File: config.mk
export PLATFORM = sky130hd
export DESIGN_NAME = nbt_target
export DESIGN_NICKNAME = d
export VERILOG_FILES = /design/src/rtl/nbt_pkg.sv /design/src/rtl/nbt_mem.sv /design/src/rtl/nbt_seq.sv /design/src/rtl/nbt_drive.sv /design/src/rtl/nbt_target.sv
export SDC_FILE = /design/constraint.sdc
export NUM_CORES = 2
export LEC_CHECK = 0
export ABC_CLOCK_PERIOD_IN_PS = 6400
export CORE_UTILIZATION = 45
export DETAILED_ROUTE_END_ITERATION = 16
export PLACE_DENSITY = 0.69
export SLEW_MARGIN = 20
export SYNTH_ARGS = -nofsm -noshare
export SYNTH_HDL_FRONTEND = slang
export SYNTH_HIERARCHICAL = 1
export SYNTH_SLANG_ARGS = --single-unit
File: constraint.sdc
create_clock -name clk -period 6.4 [get_ports clk]
set_clock_uncertainty 0.2 [all_clocks]
set_input_delay 1.6 -clock clk [delete_from_list [all_inputs] [get_ports clk]]
set_output_delay 1.6 -clock clk [all_outputs]
set_load 0.02 [all_outputs]
File: src/rtl/nbt_pkg.sv
package nbt_pkg;
  typedef enum logic [3:0] {
    ST_IDLE,
    ST_CTYPE,
    ST_ADDR,
    ST_TAR_H,
    ST_TAR_Z,
    ST_SYNC,
    ST_DATA,
    ST_CTAR_F,
    ST_CTAR_Z
  } nbt_state_e;

  localparam logic [3:0] NIB_START   = 4'h0;
  localparam logic [3:0] NIB_MEMRD   = 4'b0100;
  localparam logic [3:0] NIB_READY   = 4'h0;
  localparam logic [3:0] NIB_RELEASE = 4'hF;
endpackage

File: src/rtl/nbt_mem.sv
module nbt_mem #(
  parameter int AW = 8,
  parameter int DW = 8
) (
  input  logic          clk,
  input  logic          wr_en,
  input  logic [AW-1:0] wr_addr,
  input  logic [DW-1:0] wr_data,
  input  logic [AW-1:0] rd_addr,
  output logic [DW-1:0] rd_data
);
  localparam int DEPTH = 1 << AW;

  logic [DW-1:0] cells [DEPTH];

  always_ff @(posedge clk) begin
    if (wr_en) cells[wr_addr] <= wr_data;
  end

  assign rd_data = cells[rd_addr];
endmodule

File: src/rtl/nbt_seq.sv
module nbt_seq
  import nbt_pkg::*;
#(
  parameter int ADDR_W = 32,
  parameter int DATA_W = 8
) (
  input  logic                            clk,
  input  logic                            rst_n,
  input  logic                            frame_n,
  input  logic [3:0]                      nib_in,
  output nbt_state_e                      state,
  output logic [ADDR_W-1:0]               addr,
  output logic [$clog2(DATA_W/4 + 1)-1:0] dsel
);
  localparam int ADDR_NIBS = ADDR_W / 4;
  localparam int DATA_NIBS = DATA_W / 4;
  localparam int ACNT_W    = $clog2(ADDR_NIBS + 1);
  localparam int DCNT_W    = $clog2(DATA_NIBS + 1);

  logic [ACNT_W-1:0] acnt;

  always_ff @(posedge clk or negedge rst_n) begin
    if (!rst_n) begin
      state <= ST_IDLE;
      addr  <= '0;
      acnt  <= '0;
      dsel  <= '0;
    end else if (!frame_n) begin
      state <= (nib_in == NIB_START) ? ST_CTYPE : ST_IDLE;
    end else begin
      unique case (state)
        ST_IDLE:  state <= ST_IDLE;
        ST_CTYPE: begin
          acnt  <= '0;
          state <= (nib_in == NIB_MEMRD) ? ST_ADDR : ST_IDLE;
        end
        ST_ADDR: begin
          addr <= {addr[ADDR_W-5:0], nib_in};
          acnt <= acnt + 1'b1;
          if (acnt == ACNT_W'(ADDR_NIBS - 1)) state <= ST_TAR_H;
        end
        ST_TAR_H: state <= ST_TAR_Z;
        ST_TAR_Z: state <= ST_SYNC;
        ST_SYNC: begin
          dsel  <= '0;
          state <= ST_DATA;
        end
        ST_DATA: begin
          dsel <= dsel + 1'b1;
          if (dsel == DCNT_W'(DATA_NIBS - 1)) state <= ST_CTAR_F;
        end
        ST_CTAR_F: state <= ST_CTAR_Z;
        ST_CTAR_Z: state <= ST_IDLE;
        default:   state <= ST_IDLE;
      endcase
    end
  end
endmodule

File: src/rtl/nbt_drive.sv
module nbt_drive
  import nbt_pkg::*;
#(
  parameter int DATA_W = 8
) (
  input  nbt_state_e                      state,
  input  logic [DATA_W-1:0]               byte_q,
  input  logic [$clog2(DATA_W/4 + 1)-1:0] dsel,
  output logic [3:0]                      nib_out,
  output logic                            nib_oe
);
  localparam int DATA_NIBS = DATA_W / 4;

  logic [3:0] nibs [DATA_NIBS];

  for (genvar g = 0; g < DATA_NIBS; g++) begin : g_split
    assign nibs[g] = byte_q[4*g +: 4];
  end

  always_comb begin
    nib_out = 4'h0;
    nib_oe  = 1'b0;
    unique case (state)
      ST_SYNC: begin
        nib_out = NIB_READY;
        nib_oe  = 1'b1;
      end
      ST_DATA: begin
        nib_out = nibs[dsel];
        nib_oe  = 1'b1;
      end
      ST_CTAR_F: begin
        nib_out = NIB_RELEASE;
        nib_oe  = 1'b1;
      end
      default: ;
    endcase
  end
endmodule

File: src/rtl/nbt_target.sv
module nbt_target
  import nbt_pkg::*;
#(
  parameter int ADDR_W = 32,
  parameter int DATA_W = 8,
  parameter int MEM_AW = 8
) (
  input  logic              clk,
  input  logic              rst_n,
  input  logic              frame_n,
  input  logic [3:0]        nib_in,
  output logic [3:0]        nib_out,
  output logic              nib_oe,
  input  logic              ld_valid,
  output logic              ld_ready,
  input  logic [MEM_AW-1:0] ld_addr,
  input  logic [DATA_W-1:0] ld_data
);
  localparam int DCNT_W = $clog2(DATA_W/4 + 1);

  nbt_state_e        state;
  logic [ADDR_W-1:0] addr;
  logic [DCNT_W-1:0] dsel;
  logic [DATA_W-1:0] rd_data;
  logic [DATA_W-1:0] byte_q;

  nbt_seq #(.ADDR_W(ADDR_W), .DATA_W(DATA_W)) u_seq (
    .clk(clk), .rst_n(rst_n), .frame_n(frame_n), .nib_in(nib_in),
    .state(state), .addr(addr), .dsel(dsel)
  );

  assign ld_ready = (state == ST_IDLE);

  nbt_mem #(.AW(MEM_AW), .DW(DATA_W)) u_mem (
    .clk(clk), .wr_en(ld_valid && ld_ready), .wr_addr(ld_addr),
    .wr_data(ld_data), .rd_addr(addr[MEM_AW-1:0]), .rd_data(rd_data)
  );

  always_ff @(posedge clk or negedge rst_n) begin
    if (!rst_n) byte_q <= '0;
    else if (state == ST_TAR_Z && frame_n) byte_q <= rd_data;
  end

  nbt_drive #(.DATA_W(DATA_W)) u_drive (
    .state(state), .byte_q(byte_q), .dsel(dsel),
    .nib_out(nib_out), .nib_oe(nib_oe)
  );
endmodule

# ---- Word level (Yosys, flattened, before mapping)
# Memory sizes are Yosys's and may differ from the RTL's. A register that Yosys moved wholly into a read port is not among the register bits.
# Cells that the tools add are included.
dict set report totals {
  input_bits 24
  ramBits 2048
  elab_cells 48
  n_memories 1
  output_inout_bits 6
  regBits 18
}
# memory depth width read_ports rd_ports_with_merged_regs write_ports line_no
set memory_table {}
lappend memory_table {u_mem.cells 256 8 1 1 1 nbt_mem.sv:14} ;# logic [DW-1:0] cells [DEPTH];
dict set report classes {
  mux 15
  n_reduce_logical 12
  n_lt_le_gt_ge 1
  n_addsub 2
  eq_ne 12
  bitwise 1
}
# cell count
set ops {}
lappend ops {{$pmux W4 S7} 1}
lappend ops {{$eq A4 B3 Y1 const B} 6}
lappend ops {{$mux W4} 6}
lappend ops {{$pmux W4 S2} 2}
lappend ops {{$eq A4 B2 Y1 const B} 2}
lappend ops {{$logic_not A4 Y1} 2}
lappend ops {{$reduce_and A2 Y1} 4}
lappend ops {{$add A4 B1 Y4 const B} 1}
lappend ops {{$eq A4 B1 Y1 const B} 1}
lappend ops {{$mux W1} 4}
lappend ops {{$pmux W2 S2} 1}
lappend ops {{$reduce_bool A2 Y1} 2}
lappend ops {{$ge A3 B2 Y1 const B} 1}
lappend ops {{$ne A3 B2 Y1 const B} 1}
lappend ops {{$ne A3 B3 Y1 const B} 1}
lappend ops {{$not A2 Y3} 1}
lappend ops {{$reduce_or A3 Y1} 1}
lappend ops {{$add A2 B1 Y2 const B} 1}
lappend ops {{$eq A2 B1 Y1 const B} 1}
lappend ops {{$logic_and A1 B1 Y1} 2}
lappend ops {{$mux W2} 1}
lappend ops {{$logic_not A1 Y1} 1}

# ---- Depth between registers and ports, before layout
dict set report depth {
  depth_word 5
  ltp_mapped 12
  ltp_nobuf 7
}

# ---- Cells and area by module
# The synthesis kept the hierarchy.
# module seq_area_each_um2 area_each_um2 n_inst cells_per_inst
set by_module_without_submodules {}
lappend by_module_without_submodules {nbt_mem 61499.0 79396.1 1 3725}
lappend by_module_without_submodules {nbt_seq 1051.0 1908.1 1 126}
lappend by_module_without_submodules {nbt_target 200.2 327.8 1 20}
lappend by_module_without_submodules {nbt_drive 0.0 87.6 1 13}

# ---- Least setup slack after synthesis
# Ideal clock, no wire load.
dict set report synth_path {
  path_type {input to register}
  start {input ld_valid}
  end {memory u_mem.cells[234][0], enable pin}
  cell_stages 6
  required_ns 5.830
  t_arrival_ns 3.047
  setup_ns 0.370
  setup_slack_ns 2.782
  path_buffers 3
  cell_sequence {and2_1 -> clkbuf_1 -> buf_1 -> nand3_1 -> clkbuf_1 -> nor2_1}
}
dict set report synth_between {
  elab_chain_len 3
}
# item line_no
set synth_rtl {}
lappend synth_rtl {{from (decl)} nbt_target.sv:14} ;# input logic ld_valid,
lappend synth_rtl {{$logic_and A1 B1 Y1} nbt_target.sv:35} ;# .clk(clk), .wr_en(ld_valid && ld_ready), .wr_addr(ld_addr),
lappend synth_rtl {{$mux W1} nbt_mem.sv:17} ;# if (wr_en) cells[wr_addr] <= wr_data;
lappend synth_rtl {{$mux W1 (implied by the code)} nbt_mem.sv:17}
lappend synth_rtl {{to (decl)} nbt_mem.sv:14}
# Every way passes these cells.

# ---- Worst setup path in the final report
dict set report layout_path {
  start {register u_seq.dsel[0]}
  end {output nib_out[1]}
}
dict set report layout_between {
  elab_chain_len 5
}
# item line_no
set layout_rtl {}
lappend layout_rtl {{from (decl)} nbt_seq.sv:13} ;# output logic [$clog2(DATA_W/4 + 1)-1:0] dsel
lappend layout_rtl {{from (signal assigned)} nbt_seq.sv:49} ;# dsel <= dsel + 1'b1;
lappend layout_rtl {{$not A2 Y3 (implied by the code)} nbt_drive.sv:29} ;# nib_out = nibs[dsel];
lappend layout_rtl {{$mux W4 (implied by the code) (3 in series)} nbt_drive.sv:29}
lappend layout_rtl {{$pmux W4 S2} nbt_drive.sv:23} ;# unique case (state)
lappend layout_rtl {{to (decl)} nbt_target.sv:12} ;# output logic [3:0] nib_out,
# Every way passes these cells. The select of a mux whose other input is x is not followed.

==> flow_metrics.env <==
export IMPL_area_growth_pct=11.7
export IMPL_num_antenna_cells=0
export IMPL_clk_insertion_delay_late_ns=0.84
export IMPL_initial_utilization=0.453
export IMPL_timing_fmax_mhz=216
export IMPL_post_cts_buffers=0
export IMPL_drt_initial_drc_count=5503
export IMPL_dr_wl_met3_mm=19.4
export IMPL_critPathRequiredTime_ns=4.60
export IMPL_finalNonFillerCells=6465
export IMPL_fin_crit_ns=4.63
export IMPL_placementRows=155
export IMPL_grt_ovfl_total=0
export IMPL_leakage_nw=27.3
export IMPL_dr_pass1_iters=7
export IMPL_drc=0
export IMPL_cts_buffers=199
export IMPL_num_vias=39995
export IMPL_grt_pass1_vias=39538
export IMPL_antenna_found_initial=1
export IMPL_slew_headroom=0.221
export IMPL_fin_area_mm2=0.0902
export IMPL_cp_slowest_cell="dfrtp_1"
export IMPL_cts_root_buf="clkbuf_16"
export IMPL_crit_type="reg2out"
export IMPL_p_comb_frac=0.090
export IMPL_synthCells=3835
export IMPL_place_congestion=0.892
export IMPL_p_int_mw=22.4
export IMPL_syn_mean_instance_area_um2=21.1
export IMPL_highest_layer="met4"
export IMPL_h_tree_depth=4
export IMPL_drive_above_1_share=0.222
export IMPL_powerDensity_mw_per_mm2=323
export IMPL_synthesis_area_mm2=0.0807
export IMPL_wl_per_cell_um=30.2
export IMPL_crit_path_max_incr_delay_ns=0.65
export IMPL_core_area_mm2=0.178
export IMPL_cts_hold_buf=0
export IMPL_p_switching_mw=6.71
export IMPL_hp_class="reg2reg"
export IMPL_m1WireLength_mm=76.1
export IMPL_portBuffers=29
export IMPL_fp_dieArea_mm2=0.181
export IMPL_p_clk_frac=0.394
export IMPL_grt_max_degree=134
export IMPL_slew_viol_final=0
export IMPL_viasPerCell=6.19
export IMPL_setup_tns_ns=0
export IMPL_die_h_um=426
export IMPL_fin_nets=3971
export IMPL_synth_fp_nets=3861
export IMPL_clockBufferDepth=3
export IMPL_finalHoldViolations=0
export IMPL_status="completed"
export IMPL_grt_pass1_wl_mm=283
export IMPL_critPathMaxFanout=8
export IMPL_track_usage=0.216
export IMPL_fin_crit_sh=0.723
export IMPL_placed_cell_area_mm2=0.0837
export IMPL_tritoncts="done"
export IMPL_die_w_um=426
export IMPL_crit_arrival_ns=2.83
export IMPL_startpoint_type="flip-flop"
export IMPL_yosys_warnings=6
export IMPL_fill_cells=13817
export IMPL_wirelength_mm=195
export IMPL_hpwl_mm=120
export IMPL_post_place_cells=6098
export IMPL_tightest_slew_ns=1.16
export IMPL_setup_violations_final=0
export IMPL_io_pins=30
export IMPL_dr_wl_met2_mm=93.2
export IMPL_end_kind="output port"
export IMPL_cp_cell_sequence="mux2i_1 > a21oi_1 > clkdlybuf4s50_1"
export IMPL_ir_worst_vdd_mv=0.267
export IMPL_cts_resized_gates=0
export IMPL_clock_sinks=2074
export IMPL_clk_pin_slew_ns=0.07
export IMPL_final_core_util=0.505
export IMPL_drv_cap=0
export IMPL_seqPwrFrac=0.516
export IMPL_p_sw_frac=0.230
export IMPL_ant_nets=0
export IMPL_rsz0062_at_grt="no"
==> placed cells by master, fill, tap and decap left out, types with 23 or more instances in the layout <==
cell       instances
mux4_2           454
buf_12            23
nor4_1            23
edfxtp_1        2048
a22oi_1          133
mux2i_1          138
nor3_1            24
nor2b_1           28
nor2_1           285
clkinv_2          33
o221ai_1          46
o22ai_1           28
nand2_1           37
a21oi_1          102
clkbuf_16        200
clkbuf_1          39
buf_4             97
clkinv_1          45
nand3_1           33
==> worst max-delay path, delay by kind of cell, from the launching register on <==
family                 cells  cell delay [ns]
flip-flops                 1             0.65
buffers and inverters      1             0.56
multiplexers               1             0.63
AO/OA/AOI/OAI              1             0.15
==> metal layers <==
layer,vias up,global-route usage
met4,0,0.0764
met3,356,0.0433
met1,21026,0.304
li1,16295,-
met5,-,0
met2,2318,0.338
==> power groups by stage <==
stage	combinational (mW)	clock [mW]	sequential [mW]
CTS	2.62	11.6	15.0
global placement	2.58	0	15.3
global route	2.74	12.2	15.0
finish	2.62	11.5	15.0
detailed placement	2.61	0	15.3
floorplan	1.70	0	15.3
==> sequential cells by signal, summed over array words and instances (netlist names) <==
register	flops
u_seq/addr	8
u_seq/dsel	2
byte_q	8
u_seq/state	4
u_mem/cells	2048
u_seq/acnt	4
==> area by class of cell <==
class                           count  area (um2)  share of cell area
Clock buffer                      245        5230              0.0580
Sequential cell                  2074       62200               0.689
Multi-Input combinational cell   1516       17100               0.190
Tap cell                         2355        2950              0.0327
Timing Repair Buffer              149        1510              0.0167
Clock inverter                    121        1190              0.0132
Inverter                            5        18.8            0.000208
==> through the flow <==
step	hold WS [ns]	setup WS, ns	power, mW
final	0.308	1.77	29.2
after floorplan	0.275	2.78	16.9
after CTS	0.310	1.74	29.3
after detailed placement	0.295	1.25	17.9
after global placement	0.293	1.37	17.9
after global routing	0.325	1.79	29.9
==> path summary, 6_finish.rpt <==
path | from | to | slack, ns | cells past startpoint
setup reg to reg | u_seq/addr[1] | byte_q[4] | 1.93 | 8
hold / removal | byte_q[2] | byte_q[2] | 0.31 | 1
min in group asynchronous | rst_n | u_seq/state[3] | 0.95 | 2
hold reg to reg | byte_q[2] | byte_q[2] | 0.31 | 1
max in group asynchronous | rst_n | u_seq/addr[2] | 4.68 | 2
setup / recovery | u_seq/dsel[0] | nib_out[1] | 1.77 | 3
(Power assumes the default switching activity.)
